==> src/rtl/irq_pkg.sv <==
package irq_pkg;

  typedef enum logic [2:0] {
    ADR_DEV_STAT = 3'd0,
    ADR_DEV_EN   = 3'd1,
    ADR_GIE      = 3'd2,
    ADR_SOFT_RST = 3'd3,
    ADR_IP_STAT  = 3'd4,
    ADR_IP_EN    = 3'd5,
    ADR_NONE     = 3'd7
  } regAddrE;

  typedef struct packed {
    logic    wrDevEn;
    logic    wrGie;
    logic    wrIpStat;
    logic    wrIpEn;
    logic    softRst;
    logic    rdEn;
    regAddrE rdSel;
  } ctrlStrobeT;

endpackage

==> src/rtl/irq_ctrl.sv <==
module irq_ctrl
  import irq_pkg::*;
#(
  parameter int AddrW  = 3,
  parameter int KeyW   = 4,
  parameter logic [KeyW-1:0] RstKey = 4'hA
) (
  input  logic             busSel,
  input  logic             busWr,
  input  logic [AddrW-1:0] busAddr,
  input  logic [KeyW-1:0]  keyNibble,
  output ctrlStrobeT       strobe
);

  localparam int SelW = 3;

  logic    inRange;
  regAddrE addrCode;
  logic    doWrite;
  logic    doRead;

  generate
    if (AddrW > SelW) begin : g_wide
      assign inRange = (busAddr[AddrW-1:SelW] == '0);
    end else begin : g_narrow
      assign inRange = 1'b1;
    end
  endgenerate

  assign addrCode = inRange ? regAddrE'(busAddr[SelW-1:0]) : ADR_NONE;
  assign doWrite  = busSel & busWr;
  assign doRead   = busSel & ~busWr;

  always_comb begin
    strobe          = '0;
    strobe.rdSel    = addrCode;
    strobe.rdEn     = doRead;
    strobe.wrDevEn  = doWrite && (addrCode == ADR_DEV_EN);
    strobe.wrGie    = doWrite && (addrCode == ADR_GIE);
    strobe.wrIpStat = doWrite && (addrCode == ADR_IP_STAT);
    strobe.wrIpEn   = doWrite && (addrCode == ADR_IP_EN);
    strobe.softRst  = doWrite && (addrCode == ADR_SOFT_RST) && (keyNibble == RstKey);
  end

endmodule

==> src/rtl/irq_dpath.sv <==
module irq_dpath
  import irq_pkg::*;
#(
  parameter int DataW    = 32,
  parameter int IpWidth  = 12,
  parameter int DevWidth = 4,
  parameter int IpDevBit = 0
) (
  input  logic                clk,
  input  logic                rst,
  input  ctrlStrobeT          strobe,
  input  logic [DataW-1:0]    busWdata,
  input  logic [DataW-1:0]    ipEvent,
  input  logic [DataW-1:0]    ipResetVal,
  input  logic [DevWidth-1:0] devLevel,
  output logic [DataW-1:0]    busRdata,
  output logic [DataW-1:0]    ipStatQ,
  output logic [DataW-1:0]    ipEnQ,
  output logic [DevWidth-1:0] devEnQ,
  output logic                gieQ,
  output logic                irq
);

  logic                clrAll;
  logic                ipAgg;
  logic [DevWidth-1:0] devStat;
  logic [DataW-1:0]    rdMux;

  assign clrAll = rst | strobe.softRst;

  // IP level: one storage cell per implemented bit, constant zero above
  for (genvar i = 0; i < DataW; i++) begin : g_ipBit
    if (i < IpWidth) begin : g_impl
      always_ff @(posedge clk) begin
        if (clrAll) begin
          ipStatQ[i] <= ipResetVal[i];
          ipEnQ[i]   <= 1'b0;
        end else begin
          ipStatQ[i] <= (ipStatQ[i] ^ (strobe.wrIpStat & busWdata[i])) | ipEvent[i];
          if (strobe.wrIpEn) ipEnQ[i] <= busWdata[i];
        end
      end
    end else begin : g_tie
      assign ipStatQ[i] = 1'b0;
      assign ipEnQ[i]   = 1'b0;
    end
  end

  assign ipAgg = |(ipStatQ & ipEnQ);

  // Device level: the IP aggregate owns one bit, the rest follow level inputs
  for (genvar j = 0; j < DevWidth; j++) begin : g_devBit
    if (j == IpDevBit) begin : g_ip
      assign devStat[j] = ipAgg;
    end else begin : g_lvl
      assign devStat[j] = devLevel[j];
    end
  end

  always_ff @(posedge clk) begin
    if (clrAll) begin
      devEnQ <= '0;
      gieQ   <= 1'b0;
    end else begin
      if (strobe.wrDevEn) devEnQ <= busWdata[DevWidth-1:0];
      if (strobe.wrGie)   gieQ   <= busWdata[0];
    end
  end

  assign irq = gieQ & |(devStat & devEnQ);

  always_comb begin
    case (strobe.rdSel)
      ADR_DEV_STAT: rdMux = DataW'(devStat);
      ADR_DEV_EN:   rdMux = DataW'(devEnQ);
      ADR_GIE:      rdMux = DataW'(gieQ);
      ADR_IP_STAT:  rdMux = ipStatQ;
      ADR_IP_EN:    rdMux = ipEnQ;
      default:      rdMux = '0;
    endcase
  end

  always_ff @(posedge clk) begin
    if (rst) busRdata <= '0;
    else     busRdata <= strobe.rdEn ? rdMux : '0;
  end

  logic unusedInputs;
  assign unusedInputs = ^{busWdata, ipEvent, ipResetVal, devLevel};

endmodule

==> src/rtl/irq_hier_regs.sv <==
module irq_hier_regs
  import irq_pkg::*;
#(
  parameter int AddrW    = 3,
  parameter int DataW    = 32,
  parameter int IpWidth  = 12,
  parameter int DevWidth = 4,
  parameter int IpDevBit = 0,
  parameter logic [3:0] RstKey = 4'hA
) (
  input  logic                clk,
  input  logic                rst,
  input  logic                busSel,
  input  logic                busWr,
  input  logic [AddrW-1:0]    busAddr,
  input  logic [DataW-1:0]    busWdata,
  output logic [DataW-1:0]    busRdata,
  input  logic [DataW-1:0]    ipEvent,
  input  logic [DataW-1:0]    ipResetVal,
  input  logic [DevWidth-1:0] devLevel,
  output logic                irq
);

  localparam int KeyW = 4;

  ctrlStrobeT          strobe;
  logic [DataW-1:0]    ipStatQ;
  logic [DataW-1:0]    ipEnQ;
  logic [DevWidth-1:0] devEnQ;
  logic                gieQ;

  irq_ctrl #(
    .AddrW (AddrW),
    .KeyW  (KeyW),
    .RstKey(RstKey)
  ) u_ctrl (
    .busSel   (busSel),
    .busWr    (busWr),
    .busAddr  (busAddr),
    .keyNibble(busWdata[KeyW-1:0]),
    .strobe   (strobe)
  );

  irq_dpath #(
    .DataW   (DataW),
    .IpWidth (IpWidth),
    .DevWidth(DevWidth),
    .IpDevBit(IpDevBit)
  ) u_dpath (
    .clk       (clk),
    .rst       (rst),
    .strobe    (strobe),
    .busWdata  (busWdata),
    .ipEvent   (ipEvent),
    .ipResetVal(ipResetVal),
    .devLevel  (devLevel),
    .busRdata  (busRdata),
    .ipStatQ   (ipStatQ),
    .ipEnQ     (ipEnQ),
    .devEnQ    (devEnQ),
    .gieQ      (gieQ),
    .irq       (irq)
  );

endmodule

==> config.mk <==
export PLATFORM = sky130hd
export DESIGN_NAME = irq_hier_regs
export DESIGN_NICKNAME = d
export VERILOG_FILES = /design/src/rtl/irq_pkg.sv /design/src/rtl/irq_ctrl.sv /design/src/rtl/irq_dpath.sv /design/src/rtl/irq_hier_regs.sv
export SDC_FILE = /design/constraint.sdc
export NUM_CORES = 1
export LEC_CHECK = 0
export ABC_AREA = 0
export BUFFER_PORTS_ARGS = -buffer_cell sky130_fd_sc_hd__buf_4
export CAP_MARGIN = 20
export CORE_UTILIZATION = 35
export DETAILED_ROUTE_END_ITERATION = 10
export PLACE_DENSITY = 0.68
export SLEW_MARGIN = 10
export SYNTH_ARGS = -nofsm -noshare
export SYNTH_HDL_FRONTEND = slang
export SYNTH_SLANG_ARGS = --single-unit
export TNS_END_PERCENT = 100
==> constraint.sdc <==
create_clock -name clk -period 2.22 [get_ports clk]
set_input_delay 0.555 -clock clk [delete_from_list [all_inputs] [get_ports clk]]
set_output_delay 0.555 -clock clk [all_outputs]
set_load 0.1 [all_outputs]
# Yosys cells after proc, flatten, opt, wreduce, memory -nomap -nowiden
# Index checks and enable logic that the tools add are counted.
# totals
register_bits	61
latch_bits	0
ramBits	0
rom_bits	0
input_bits	107
output_inout_bits	33
n_memories	0
# classes
add_sub_neg	0
multipliers	0
div_mod_pow	0
order_cmp	0
n_eq_ne	6
shift	0
mux	13
bitwise	44
n_reduce_logical	10
# ops
op	n
one-hot mux 12 bit (5 select lines)	1
OR reduction 32 bit	1
bitwise AND 1 bit	15
bitwise OR 1 bit	13
bitwise AND 12 bit	1
two-way mux 1 bit	12
XOR 1 bit	12
== test 3 x 2 -> 1 bit (second input constant)	2
== test 3 bit (second input constant)	2
logical AND 1 bit	6
bitwise AND 4 bit	1
== test 4 bit (second input constant)	1
OR reduction 4 bit	1
== test 3 x 1 -> 1 bit (second input constant)	1
zero test 3 bit	1
inverter 1 bit	2
OR reduction 2 bit	1

# Longest topological paths before layout
# depth
word_depth	6
ltp_mapped	6
ltp_nobuf	4

# Modules after synthesis
# A second synthesis with hierarchy kept.
# unflattened
cells_unflattened	269
area_unflattened_um2	2347.3
# by_module_without_submodules
module	n_inst	cells_per_inst	area_each_um2	seq_area_each_um2
irq_dpath	1	253	2239.6	820.8
irq_ctrl	1	16	107.6	0.0

# Worst setup path before layout
# Ideal clock, no wire load.
# synth_path
path_kind	register to output
from	reg u_dpath.ipStatQ[9]
to	out irq
arrival_ps	2195
required_time_ps	1665
path_slack_ps	-530
path_stages_with_launch	5
n_path_buf	0
path_cell_list	dfxtp_1 a22o_1 a221oi_1 and3_1 o22ai_1
# synth_via
elab_chain_cells	5
# synth_rtl
item	line_no	rtl
start, declared	irq_dpath.sv:17	output logic [DataW-1:0] ipStatQ,
start signal, assigned by index	irq_dpath.sv:36	ipStatQ[i] <= ipResetVal[i];
start signal, assigned by index	irq_dpath.sv:39	ipStatQ[i] <= (ipStatQ[i] ^ (strobe.wrIpStat & busWdata[i])) | ipEvent[i];
bitwise AND 12 bit	irq_dpath.sv:49	assign ipAgg = |(ipStatQ & ipEnQ);
OR reduction 32 bit	irq_dpath.sv:49	
bitwise AND 4 bit	irq_dpath.sv:70	assign irq = gieQ & |(devStat & devEnQ);
OR reduction 4 bit	irq_dpath.sv:70	
bitwise AND 1 bit	irq_dpath.sv:70	
end, declared	irq_hier_regs.sv:21	output logic irq
# Every way passes these cells.

# Final worst setup path
# Ends and elaborated chain as after synthesis.

==> impl_summary.txt <==
----------------------------------------------------
[Outcome]
  Run status ... finished clean

[Clock tree]
  CTS sink cnt ... 41
  Clk root buf ... clkbuf_8
  Total clock buffers created by CTS ... 5
  Max Buffers Root-to-Sink ... 2
  Worst-path clk slew ... ~0.09 ns
  TritonCTS clock tree ... done
  Number of levels in the clock H-tree ... 2
  Number of hold buffers added after CTS ... 0
  Worst skew pair latency ... 0.30 ns

[Route]
  Via count normalized by instance count ... 4.656
  Post-route ant nets ... 0
  DR vias ... 1,839
  Number of DRC violations after detailed routing ... 0
  Detail-routed net length per standard cell ... 12.33 µm
  Pre-antenna DRT Iters ... 5
  Total detailed-routing wirelength ... 4871 µm
  Initial detailed-routing violation count ... 51

[Synthesis]
  Mean instance size in the synthesized netlist ... around 8.4 µm²
  Sequential element share of the synthesized area ... 0.3734
  Post-synth top area cell ... dfxtp_1
  Cell with the most instances after synthesis ... dfxtp_1
  Post-synth ARST share ... 0
  Flip-flop and latch count after synthesis ... 41
  Area share of the leading cell type in the synthesized netlist ... 0.3734
  Main area contributors after synthesis ... dfxtp_1 (37%), buf_4 (7.5%), mux2i_1 (7.3%), nor2_1 (5.5%), xnor2_1 (4.8%)
  Gate Count Post-Synth ... 261
  Count of cell types in the netlist ... 35
  Yosys warning total ... 0
  Total standard cell area after synthesis ... about 2200 µm²
  Leading post-synthesis cells by instance count ... dfxtp_1 (41), nor2_1 (32), nand2_1 (27), inv_1 (25), buf_4 (22)
  Post-synth EDFFs ... 0
  Main synth FF type ... dfxtp_1

[Global route]
  Global-route congestion overflow total ... 0
  Vias in the first global route ... 1,714
  Initial antenna violation count ... 0
  Most crowded layer after global routing ... met2
  Largest net degree at the start of global routing ... 25
  Global-route wire length before repair ... 7907 µm
  Met1 track utilization from global routing ... 0.1955
  Met2 routing resource usage after global routing ... 0.2697
  Met3 Resource Use GR ... 0.03596
  Global-route usage over all layers ... 0.1590

[Power and ir drop]
  Power density relative to cell area ... 640.6 nW/µm²
  Static leakage ... ~0.0012 µW
  Max rail drop VDD ... between 0.4 and 0.5 mV

[Finish]
  Number of antenna repair diodes ... 0
  Layout overhead on the synthesized area ... 25.44%
  Post-Layout Cell Count ... 395
  Area occupied by multi-input gates ... approximately 1100 µm²
  Number of filler instances in the final layout ... 591
  Sequential Area ... just over 800 µm²
  Share of post-route cells with drive strength above 1 ... 0.2969
  Utilization after layout ... 0.4603
  Number of nets in the layout ... around 430

[Hold path]
  Path type of the worst min-delay path ... reg2reg

[Place]
  DP Cell Count ... 386
  Port buffer count ... 58
  Routability congestion estimate from global placement ... 0.8375
  Half-perimeter wire length after placement ... ~3700 µm

[Floorplan]
  Die outline area ... 6602 µm²
  Starting Density ... 0.3670
  Row Count ... 28
  Core area ... 5991 µm²
  Die width ... 81.25 µm
  Die Span Y ... 81.25 µm
  Top Ports ... 140

[Setup path]
  Required time of the critical path ... about 1.7 ns
  Critical Path Source Type ... flip-flop
  Max FO, Critical Path ... 3
  Category of the critical setup timing path ... reg2out
  Arrival time reported for the critical path endpoint ... about 1.6 ns
  Endpoint class of the critical path ... output pin

[Timing]
  Min Clock Period, post-route ... 2.174 ns
  Clock Skew ... roughly 0.014 ns
  Final setup fails ... 0
  Slew margin rel. ... 0.5293
  Setup repair after global routing missed its margin ... false
  Worst-Margin Slew ... 0.7060 ns
  Number of hold violations in the final report ... 0
  Fraction of the cycle the final worst path needs ... 0.9791
  Post-Route Setup TNS ... 0 ns
  Max Clock Freq ... 460.0 MHz
  Final count of pins violating max slew ... 0

[Run]
  Max-cap violation count ... 0

----------------------------------------------------
-- cell families after synthesis --
logic type	Yosys count	synth area share
AND/OR/NAND/NOR	88	0.2026
buffers and inverters	58	0.1548
AO/OA/AOI/OAI	45	0.1468
flip-flops	41	0.3734
multiplexers	16	0.07285
XOR/XNOR	12	0.04781
other	1	0.001706
-- metrics by stage --
stage | area [µm²] | hold WS, ns | total power, µW | worst slack, ns
4_1_cts | 2729 | 0.4823 | 1773 | 0.01723
5_1_grt | 2758 | 0.4863 | 1843 | 0.002497
3_3_place_gp | 2604 | 0.4566 | 1165 | 0.2470
6_report | 2758 | 0.4824 | 1766 | 0.04632
3_5_place_dp | 2604 | 0.4647 | 1168 | 0.2520
2_1_floorplan | 2276 | 0.4487 | 1100 | 0.1353
-- power by group --
| part | internal, µW | switching [µW] | leakage, µW | total, µW |
|---|---|---|---|---|
| combinational | 116 | 261 | 0.000801 | 376 |
| sequential | 758 | 22.4 | 0.000334 | 781 |
| clock | 337 | 273 | 0.0000543 | 609 |
| total | 1210 | 556 | 0.00119 | 1770 |
-- path summary, 6_finish.rpt --
path	start	to	slack [ns]	cells past startpoint
min reg2reg	u_dpath.ipEnQ[2]$_SDFFE_PP0P_	u_dpath.ipEnQ[2]$_SDFFE_PP0P_	0.48	2
min	u_dpath.ipEnQ[2]$_SDFFE_PP0P_	u_dpath.ipEnQ[2]$_SDFFE_PP0P_	0.48	2
max reg2reg	u_dpath.ipStatQ[9]$_DFF_P_	u_dpath.busRdata[0]$_SDFF_PP0_	0.98	4
max	u_dpath.ipStatQ[9]$_DFF_P_	irq	0.05	5
-- area by class of cell --
type                            count  area share
Sequential cell                    41      0.2981
Clock buffer                        5     0.02495
Clock inverter                      3     0.01679
Multi-Input combinational cell    181      0.4106
Tap cell                           75     0.03403
Timing Repair Buffer               65      0.1815
Inverter                           25     0.03403
-- flip-flops by register name, indices dropped and copies added, names as in the netlist --
register	count
u_dpath.busRdata	12
u_dpath.devEnQ	4
u_dpath.gieQ	1
u_dpath.ipEnQ	12
u_dpath.ipStatQ	12
-- worst max-delay path, cell delays in order (launching register included) --
cell	delay, ns
dfxtp_2	0.34
a22o_1	0.23
a221oi_2	0.23
and3_4	0.24
o22ai_2	0.09
buf_12	0.18
-- cells in the final DEF (no fill, tap or decap), types with 5 or more instances in the layout --
cell	instances
nor2_1	32
a21oi_1	11
clkbuf_8	5
nor3_2	10
conb_1	20
nor3_1	6
mux2i_1	16
a21oi_2	5
buf_4	64
nand2_1	27
inv_1	25
a31oi_1	13
dfxtp_1	40
xnor2_1	12
-- metal layers --
metal	vias to the layer above	wire [µm]
met2	61	2335
met3	5	282
met1	826	2216
met4	0	36
met5	-	0
li1	947	-
-- timing repair --
action,4_1_cts,5_1_grt
endpoints found under the setup margin,1,1
endpoints found under the hold margin,0,0
pin swaps,1,1
buffers inserted,0,1
resized for setup,2,5
Power figures use the tool's default switching activity.
